`src/rtl/flash_rd_pkg.sv`:
```
package flash_rd_pkg;
   typedef enum logic [2:0] {
      RS_IDLE    = 3'd0,
      RS_ESETUP  = 3'd1,
      RS_AUTOSEL = 3'd2,
      RS_PROG    = 3'd3,
      RS_CHIPER  = 3'd4,
      RS_SECTER  = 3'd5,
      RS_QUERY   = 3'd6,
      RS_BAD     = 3'd7
   } rd_state_e;

   typedef enum logic [1:0] {
      BW_1   = 2'd0,
      BW_2   = 2'd1,
      BW_4   = 2'd2,
      BW_RSV = 2'd3
   } bus_w_e;

   localparam int OFF_W = 8;
endpackage

```
`src/rtl/flash_rd_offset.sv`:
```
module flash_rd_offset
   import flash_rd_pkg::*;
(
   input  logic [OFF_W-1:0] byte_addr,
   input  logic [1:0]       bus_width,
   output logic [OFF_W-1:0] reg_off
);
   always_comb begin
      unique case (bus_w_e'(bus_width))
         BW_2:    reg_off = {1'b0, byte_addr[OFF_W-1:1]};
         BW_4:    reg_off = {2'b00, byte_addr[OFF_W-1:2]};
         default: reg_off = byte_addr;
      endcase
   end
endmodule

```
`src/rtl/flash_rd_lanes.sv`:
```
module flash_rd_lanes
   import flash_rd_pkg::*;
#(
   parameter int BYTE_W = 8,
   parameter int LANE_N = 4
) (
   input  logic [BYTE_W*LANE_N-1:0] array_word,
   input  logic [1:0]               bus_width,
   output logic [BYTE_W*LANE_N-1:0] arr_data
);
   logic [2:0] n_live;

   always_comb begin
      unique case (bus_w_e'(bus_width))
         BW_2:    n_live = 3'd2;
         BW_4:    n_live = 3'd4;
         default: n_live = 3'd1;
      endcase
   end

   for (genvar k = 0; k < LANE_N; k++) begin : g_lane
      assign arr_data[k*BYTE_W +: BYTE_W] =
         (k < int'(n_live)) ? array_word[k*BYTE_W +: BYTE_W] : '0;
   end
endmodule

```
`src/rtl/flash_rd_idsel.sv`:
```
module flash_rd_idsel
   import flash_rd_pkg::*;
#(
   parameter int ID_W = 16
) (
   input  logic [OFF_W-1:0] reg_off,
   input  logic [ID_W-1:0]  id0,
   input  logic [ID_W-1:0]  id1,
   input  logic [ID_W-1:0]  id2,
   input  logic [ID_W-1:0]  id3,
   output logic             id_hit,
   output logic [ID_W-1:0]  id_val
);
   localparam logic [ID_W-1:0] ABSENT = ID_W'(8'hFF);

   always_comb begin
      id_hit = 1'b0;
      id_val = '0;
      unique case (reg_off)
         8'h00: begin id_hit = 1'b1; id_val = id0; end
         8'h01: begin id_hit = 1'b1; id_val = id1; end
         8'h02: begin id_hit = 1'b1; id_val = '0;  end
         8'h0E: begin id_hit = (id2 != ABSENT); id_val = id2; end
         8'h0F: begin id_hit = (id3 != ABSENT); id_val = id3; end
         default: ;
      endcase
   end
endmodule

```
`src/rtl/flash_rdmux.sv`:
```
module flash_rdmux
   import flash_rd_pkg::*;
#(
   parameter int           BYTE_W   = 8,
   parameter int           LANE_N   = 4,
   parameter int           ID_W     = 16,
   parameter logic [7:0]   CFI_LAST = 8'h52,
   parameter logic [7:0]   TOG_MASK = 8'h40,
   parameter bit           REG_OUT  = 1'b1
) (
   input  logic                     clk,
   input  logic                     rst_n,
   input  logic                     rd_stb,
   input  logic [2:0]               cmd_state,
   input  logic [7:0]               byte_addr,
   input  logic [1:0]               bus_width,
   input  logic [ID_W-1:0]          id_word0,
   input  logic [ID_W-1:0]          id_word1,
   input  logic [ID_W-1:0]          id_word2,
   input  logic [ID_W-1:0]          id_word3,
   input  logic [BYTE_W*LANE_N-1:0] array_word,
   input  logic [7:0]               status_in,
   input  logic [7:0]               cfi_byte,
   output logic [7:0]               cfi_idx,
   output logic [BYTE_W*LANE_N-1:0] rd_data,
   output logic                     rd_valid,
   output logic                     status_we,
   output logic [7:0]               status_next,
   output logic                     force_idle
);
   localparam int DATA_W = BYTE_W * LANE_N;

   initial begin
      assert (BYTE_W == 8) else $error("byte lanes must be 8 bits");
      assert (LANE_N >= 4) else $error("at least four lanes required");
      assert (DATA_W >= ID_W) else $error("data narrower than id word");
   end

   rd_state_e         st;
   logic [OFF_W-1:0]  reg_off;
   logic [DATA_W-1:0] arr_data;
   logic              id_hit;
   logic [ID_W-1:0]   id_val;
   logic [DATA_W-1:0] rsp;
   logic              is_stat;

   assign st = rd_state_e'(cmd_state);

   flash_rd_offset u_off (
      .byte_addr (byte_addr),
      .bus_width (bus_width),
      .reg_off   (reg_off)
   );

   flash_rd_lanes #(.BYTE_W(BYTE_W), .LANE_N(LANE_N)) u_lanes (
      .array_word (array_word),
      .bus_width  (bus_width),
      .arr_data   (arr_data)
   );

   flash_rd_idsel #(.ID_W(ID_W)) u_id (
      .reg_off (reg_off),
      .id0     (id_word0),
      .id1     (id_word1),
      .id2     (id_word2),
      .id3     (id_word3),
      .id_hit  (id_hit),
      .id_val  (id_val)
   );

   assign cfi_idx = reg_off;
   assign is_stat = (st == RS_PROG) || (st == RS_CHIPER) || (st == RS_SECTER);

   always_comb begin
      unique case (st)
         RS_AUTOSEL: rsp = id_hit ? DATA_W'(id_val) : arr_data;
         RS_PROG,
         RS_CHIPER,
         RS_SECTER:  rsp = DATA_W'(status_in);
         RS_QUERY:   rsp = (reg_off > CFI_LAST) ? '0 : DATA_W'(cfi_byte);
         default:    rsp = arr_data;
      endcase
   end

   assign status_we   = rd_stb & is_stat;
   assign status_next = status_in ^ TOG_MASK;
   assign force_idle  = rd_stb & (st == RS_BAD);

   if (REG_OUT) begin : g_reg
      always_ff @(posedge clk or negedge rst_n) begin
         if (!rst_n) begin
            rd_data  <= '0;
            rd_valid <= 1'b0;
         end else begin
            rd_valid <= rd_stb;
            if (rd_stb) rd_data <= rsp;
         end
      end

      // a status read returns the byte seen at the strobe
      a_r5_status_ret: assert property (@(posedge clk) disable iff (!rst_n)
         status_we |=> rd_data == DATA_W'($past(status_in)));
      // offsets past the table end read zero
      a_r6_cfi_beyond: assert property (@(posedge clk) disable iff (!rst_n)
         (rd_stb && cmd_state == 3'd6 && cfi_idx > CFI_LAST) |=> rd_data == '0);
      // protection word reads zero
      a_r3_noprot: assert property (@(posedge clk) disable iff (!rst_n)
         (rd_stb && cmd_state == 3'd2 && cfi_idx == 8'h02) |=> rd_data == '0);
      // no strobe, output holds and is not valid
      a_r8_hold: assert property (@(posedge clk) disable iff (!rst_n)
         !rd_stb |=> ($stable(rd_data) && !rd_valid));
      // undefined state returns array data
      a_r7_bad_arr: assert property (@(posedge clk) disable iff (!rst_n)
         force_idle |=> rd_data == $past(arr_data));
   end else begin : g_comb
      assign rd_data  = rsp;
      assign rd_valid = rd_stb;
   end
endmodule

```
`config.mk`:
```
export PLATFORM = sky130hd
export DESIGN_NAME = flash_rdmux
export DESIGN_NICKNAME = d
export VERILOG_FILES = /design/src/rtl/flash_rd_pkg.sv /design/src/rtl/flash_rd_offset.sv /design/src/rtl/flash_rd_lanes.sv /design/src/rtl/flash_rd_idsel.sv /design/src/rtl/flash_rdmux.sv
export SDC_FILE = /design/constraint.sdc
export NUM_CORES = 1
export LEC_CHECK = 0
export BUFFER_PORTS_ARGS = -buffer_cell sky130_fd_sc_hd__buf_2
export CAP_MARGIN = 20
export CORE_MARGIN = 2
export CORE_UTILIZATION = 46
export DETAILED_ROUTE_END_ITERATION = 10
export PLACE_DENSITY = 0.87
export SYNTH_ARGS = -nofsm -noshare
export SYNTH_HDL_FRONTEND = slang
export SYNTH_SLANG_ARGS = --single-unit
```
`constraint.sdc`:
```
create_clock -name clk -period 3.4 [get_ports clk]
set_clock_uncertainty 0.05 [all_clocks]
set_input_delay 0.51 -clock clk [delete_from_list [all_inputs] [get_ports clk]]
set_output_delay 0.51 -clock clk [all_outputs]
set_load 0.05 [all_outputs]
```
==> out/results.tsv, run 1 <==
stage	metric	value	unit
cells_and_area	Area growth, synth to finish	37.7	%
synth	post-synthesis mux area share	9.56	%
cts	later-pin clock latency in the skew report	290	ps
cells_and_area	proportion of layout cells with a drive suffix above 1	42.8	%
grt	first-pass GRT wire length	14500	um
cts	Root Driver	clkbuf_8	
synth	Yosys warning count	0	
timing	max-slew violation count	0	
route	metal2 WL	4920	um
synth	Post-synth EDFFs	0	
synth	commonest register cell after synthesis	dfrtp_1	
pwr	Pwr Density	380	nW/um^2
cells_and_area	most common cell after layout, fill and taps aside	buf_2	
placement	Post-Place Cells	555	
grt	Overflow after GRT	0	
cts	hold buffer count at CTS	0	
floorplanning	row count	28	
timing	RSZ-0062 raised after global routing	false	
route	WL met3	753	um
cts	Clock transition at path regs	70	ps
cts	Max clock buf depth	2	
worst_hold_path	HP Class	input port to async pin	
synth	FF+latch count, synth	33	
synth	sequential area share after synthesis	30.3	%
timing	worst rel slew slack	52.5	%
synth	Synth Cell Area	2720	sq um
timing	Finish-stage setup viols	0	
route	Pre-antenna DRT Iters	6	
synth	main combinational cell family by area after synthesis	compound AO/OA/AOI/OAI gates	
floorplanning	die area	6550	sq um
floorplanning	chip height	80.9	um
cells_and_area	Non-Filler Instances	563	
grt	vias in the first global route	3098	
timing	Hold WS	209	ps
outcome	outcome	finished clean	
route	met1 WL	3660	um
cells_and_area	multi-input logic area	1680	sq um
grt	largest net degree at the start of global routing	39	
route	Iter 0 DRT Violations	201	
floorplanning	Initial Util	46.8	%
route	Max Used Layer	met5	
cts	CTS Buf Count	5	
pwr	leakage	1.87	nW
timing	Tightest Pin Transition	713	ps
cells_and_area	fillers	504	
timing	Max Clk Rate	0.343	GHz
synth	syn nets	455	
route	Wirelength per Cell	17.0	um
synth	Async S/R FF share, synth	100	%
timing	Sum Neg Setup Slack	0	ps
cts	TritonCTS clock tree	built	
timing	Final Hold Fails	0	
worst_setup_path	Worst Setup Start Kind	input port	
cells_and_area	final design utilization	64.5	%
cells_and_area	number of nets in the layout	617	
cts	CTS sink count	33	
timing	Final Cycle Share	85.8	%
cts	Post-CTS Setup Inserts	0	
timing	Period minus WS final	2920	ps
synth	Simple-Gate Fraction of Synth Area	17.4	%
synth	XOR/XNOR Fraction of Synth Area	0	%
route	routed via count	3422	
floorplanning	I/O pin count	179	
route	Final ANT Viol Nets	0	
floorplanning	Core ar.	5820	sq um
worst_setup_path	crit path max fanout	18	
cells_and_area	FF+latch area	826	sq um
route	# DRC	0	
worst_setup_path	Worst EP required	3560	ps
worst_setup_path	Crit Path Class	input port to register	
synth	Synth Area in Compound Gates	33.8	%
placement	number of port buffers	178	
synth	number of distinct library cells after synthesis	45	
placement	post-detail-place hpwl	7550	um
cells_and_area	ant diodes	0	
worst_setup_path	Critical Path Sink Type	register	
cts	# resized after CTS	0	
synth	adder-cell share of the synthesized area	0.919	%
grt	GRT Util Overall	28.4	%
worst_setup_path	Worst EP arrival	3080	ps
placement	RD Place Congestion	0.971	
synth	Post-Syn Instances	325	
pwr	VDD IR-drop max	308	uV
floorplanning	die width	80.9	um
job	max_cap viols	0	
route	vias per cell	6.08	
route	drt total wl	9560	um
grt	antenna violations before repair	1	
cts	# H-tree levels	2	
cells_and_area	commonest cells after routing, fill and taps aside	buf_2, dfrtp_1, mux2i_1, nand3_1, o22ai_1	
synth	Mean Syn Cell Area	8.38	sq um
==> power by group <==
part	total (mW)	switching (mW)	leakage (nW)	internal [mW]
Sequential	0.439	0.0178	0.431	0.422
Clock	0.391	0.152	0.0585	0.239
Combinational	0.593	0.397	1.38	0.196
==> final timing paths <==
path / slack (ps) / depth (start not counted) / startpoint / end
setup / recovery: 480 / 12 / bus_width[0] / rd_data[2]
hold / removal: 210 / 1 / rst_n / rd_data[24]
setup reg to reg: 2520 / 2 / rd_data[13] / rd_data[13]
hold reg to reg: 430 / 1 / rd_data[20] / rd_data[20]
max in group asynchronous: 2620 / 1 / rst_n / rd_data[13]
min in group clk: 410 / 3 / array_word[13] / rd_data[13]
==> synthesized netlist by cell type (all sizes together), types with 13 or more instances <==
cell	n	share of area (%)
a21oi	13	2.4
a22oi	16	4.4
buf	19	4.4
clkbuf	17	2.3
dfrtp	33	30
mux2i	26	9.6
nand2	14	1.9
nand3	26	4.8
nor2	16	2.2
nor3	14	2.8
o21ai	14	2.6
o22ai	23	5.3
o2bb2ai	16	5.1
==> sequential cells by signal, summed over array words and instances, names as in the netlist <==
register / count
rd_data: 32
rd_valid: 1
==> layout make-up <==
class | count | area share [%]
clock buffers | 7 | 2.30
clock inverters | 1 | 0.801
inverters | 9 | 0.901
multi-input cells | 247 | 44.8
flip-flops and latches | 33 | 22.0
well taps | 75 | 2.50
repair buffers | 191 | 26.7
==> cell families (layout without fill, tap and decap cells) <==
logic type | count (synthesis) | in the layout
AO/OA/AOI/OAI | 127 | 127
adder cells (fa/ha/maj) | 2 | 2
buffers and inverters | 45 | 208
flip-flops | 33 | 33
multiplexers | 26 | 26
AND/OR/NAND/NOR | 92 | 92
==> metal layers <==
layer  up-vias  GRT usage [%]
li1       1594              -
met5         -              0
met1      1614           34.1
met2       186           51.8
met4         2           8.98
met3        26           4.33
==> metrics by stage <==
stage | setup WS [ps] | instance area, sq um | power (mW)
2_1_floorplan | 376 | 2720 | 0.841
3_3_place_gp | 316 | 3630 | 1.03
3_5_place_dp | 224 | 3630 | 1.03
4_1_cts | 519 | 3750 | 1.42
5_1_grt | 88.5 | 3750 | 1.48
6_report | 484 | 3750 | 1.42
==> worst max-delay path, cell delays in order <==
cell      delay (ps)
buf_2             90
inv_1             40
ha_1             400
buf_4            280
a221oi_1         100
or4_1            430
nor3_2           210
buf_4            200
nand2_1          250
o22ai_1          300
mux2i_1          110
o22ai_1          160
(Power assumes the default switching activity.)
==> run 2, diff against run 1 <==
--- a/config.mk
+++ b/config.mk
@@ -10,7 +10,7 @@
 export CORE_MARGIN = 2
 export CORE_UTILIZATION = 46
 export DETAILED_ROUTE_END_ITERATION = 10
-export PLACE_DENSITY = 0.87
+export PLACE_DENSITY = 0.95
 export SYNTH_ARGS = -nofsm -noshare
 export SYNTH_HDL_FRONTEND = slang
 export SYNTH_SLANG_ARGS = --single-unit
==> out/results.tsv, run 2 (synthesis gave the netlist of run 1 again) <==
stage	metric	value	unit	change
placement	RD Place Congestion	0.960		-1.1%
floorplanning	Core ar.	5820	sq um	unchanged
placement	post-detail-place hpwl	7540	um	-0.14%
route	routed via count	3428		+0.18%
pwr	P_int	0.754	mW	-12%
pwr	leakage	1.84	nW	-1.6%
floorplanning	row count	28		unchanged
worst_setup_path	slowest CP cell	o22a_2		
pwr	combinational share of power	44.5	%	+2.8 points
cells_and_area	number of nets in the layout	615		-0.32%
route	# DRC	0		unchanged
grt	first-pass GRT wire length	14900	um	+2.8%
pwr	Pwr Density	359	nW/um^2	-5.3%
cells_and_area	Biggest register	rd_data		
cts	Clock transition at path regs	70	ps	about the same
worst_setup_path	CP max stage delay	500	ps	+70 ps
timing	max-slew violation count	0		unchanged
cts	Root Driver	clkbuf_8		
route	Final ANT Viol Nets	0		unchanged
timing	Sum Neg Setup Slack	0	ps	unchanged
route	drt total wl	9650	um	+0.98%
pwr	VDD IR-drop max	199	uV	-35%
route	Pre-antenna DRT Iters	5		-1
route	vias per cell	6.11		+0.53%
cells_and_area	commonest cells after routing, fill and taps aside	buf_2, dfrtp_1, mux2i_1, nand3_1, o22ai_1		
job	max_cap viols	0		unchanged
timing	RSZ-0062 raised after global routing	false		
worst_setup_path	cell-by-cell trace of the critical path	buf_2, inv_1, ha_1, buf_4, a221oi_2, a21oi_1, a2111oi_1, a31oi_1, a21boi_1, o22a_2, o2bb2ai_1		
timing	Final Cycle Share	91.2	%	+5.5 points
pwr	Net Sw Frac	43.2	%	+3.3 points
cells_and_area	most common cell after layout, fill and taps aside	buf_2		
worst_hold_path	HP Class	input port to async pin		
floorplanning	chip height	80.9	um	unchanged
cts	CTS sink count	33		unchanged
floorplanning	Initial Util	46.8	%	unchanged
worst_setup_path	Critical Path Sink Type	register		
cells_and_area	proportion of layout cells with a drive suffix above 1	42.8	%	about the same
cells_and_area	max FFs per register	32		unchanged
pwr	Net Sw Power	0.573	mW	+0.98%
cells_and_area	Top Registers	rd_data x32, rd_valid x1		
cells_and_area	ant diodes	0		unchanged
cells_and_area	Non-Filler Instances	561		-0.36%
cts	Post-CTS Setup Inserts	0		unchanged
route	Wirelength per Cell	17.2	um	+1.3%
timing	Period minus WS final	3100	ps	+186 ps
floorplanning	die area	6550	sq um	unchanged
grt	vias in the first global route	3235		+4.4%
cts	TritonCTS clock tree	built		
cells_and_area	Area growth, synth to finish	35.6	%	
floorplanning	I/O pin count	179		unchanged
timing	Final Hold Fails	0		unchanged
floorplanning	die width	80.9	um	unchanged
cells_and_area	FF+latch area	826	sq um	unchanged
timing	Finish-stage setup viols	0		unchanged
worst_setup_path	Worst EP required	3500	ps	-60 ps
cts	# resized after CTS	0		unchanged
cts	# H-tree levels	2		unchanged
worst_setup_path	Crit Path Class	input port to register		
worst_setup_path	crit path max fanout	24		+6
outcome	outcome	finished clean		
worst_setup_path	Worst Setup Start Kind	input port		
route	Iter 0 DRT Violations	311		+55%
cts	hold buffer count at CTS	0		unchanged
grt	GRT Util Overall	28.8	%	+0.39 points
cells_and_area	fillers	512		+1.6%
grt	largest net degree at the start of global routing	39		unchanged
timing	Max Clk Rate	0.322	GHz	-6.0%
placement	Post-Place Cells	553		-0.36%
cts	Max clock buf depth	2		unchanged
cts	later-pin clock latency in the skew report	290	ps	about the same
cells_and_area	multi-input logic area	1680	sq um	unchanged
cts	CTS Buf Count	5		unchanged
timing	Tightest Pin Transition	728	ps	+15.1 ps
pwr	clock power share	22.3	%	-5.2 points
grt	Overflow after GRT	0		unchanged
grt	antenna violations before repair	0		-1
worst_setup_path	Worst EP arrival	3200	ps	+120 ps
timing	worst rel slew slack	51.5	%	-1.0 points
placement	number of port buffers	178		unchanged
pwr	sequential cell fraction of total power	33.2	%	+2.3 points
run 2: critical path, delay by kind of cell:
kind	cells	cell delay [ps]
fa+ha+maj	1	460
buf+inv	3	390
compound gates	7	1830
run 2: power groups by stage:
| stage | registers, mW | logic [mW] | clock network (mW) |
|---|---|---|---|
| after global placement | 0.446 | 0.571 | 0 |
| after CTS | 0.439 | 0.586 | 0.299 |
| after global routing | 0.443 | 0.629 | 0.320 |
| final | 0.440 | 0.591 | 0.296 |
| after floorplan | 0.549 | 0.293 | 0 |
| after detailed placement | 0.446 | 0.586 | 0 |
run 2: cell type report:
type | count | area share (%)
well taps | 75 | 2.54
inverters | 9 | 0.915
multi-input cells | 247 | 45.5
flip-flops and latches | 33 | 22.4
clock buffers | 5 | 1.86
clock inverters | 3 | 0.474
repair buffers | 189 | 26.4
run 2: final timing paths:
path                       cells past startpoint      startpoint  slack [ps]     endpoint
setup / recovery                              11    bus_width[0]         300  rd_data[31]
setup reg to reg                               2     rd_data[10]        2510  rd_data[10]
max in group asynchronous                      1           rst_n        2600   rd_data[5]
hold / removal                                 1           rst_n         230  rd_data[29]
min in group clk                               3  array_word[13]         410  rd_data[13]
hold reg to reg                                1     rd_data[17]         430  rd_data[17]
run 2: per-layer routing:
metal  share of wire (%)  track usage, %  vias to the layer above
met2                  50            52.7                      209
met1                  38            34.1                     1594
met3                 7.3            3.56                       41
met4                 4.2            11.2                        0
li1                    -               -                     1584
met5                   0               0                        -
run 2: through the flow:
step | hold slack, ps | power, mW | utilization [%] | cell area (sq um) | setup WS (ps)
after floorplan | 164 | 0.841 | - | 2720 | 376
after global placement | 417 | 1.02 | 62.0 | 3610 | 208
after detailed placement | 420 | 1.03 | 62.0 | 3610 | 51.7
after CTS | 252 | 1.32 | 63.5 | 3690 | 355
after global routing | 289 | 1.39 | 63.5 | 3690 | 47.7
final | 229 | 1.33 | 63.5 | 3690 | 299
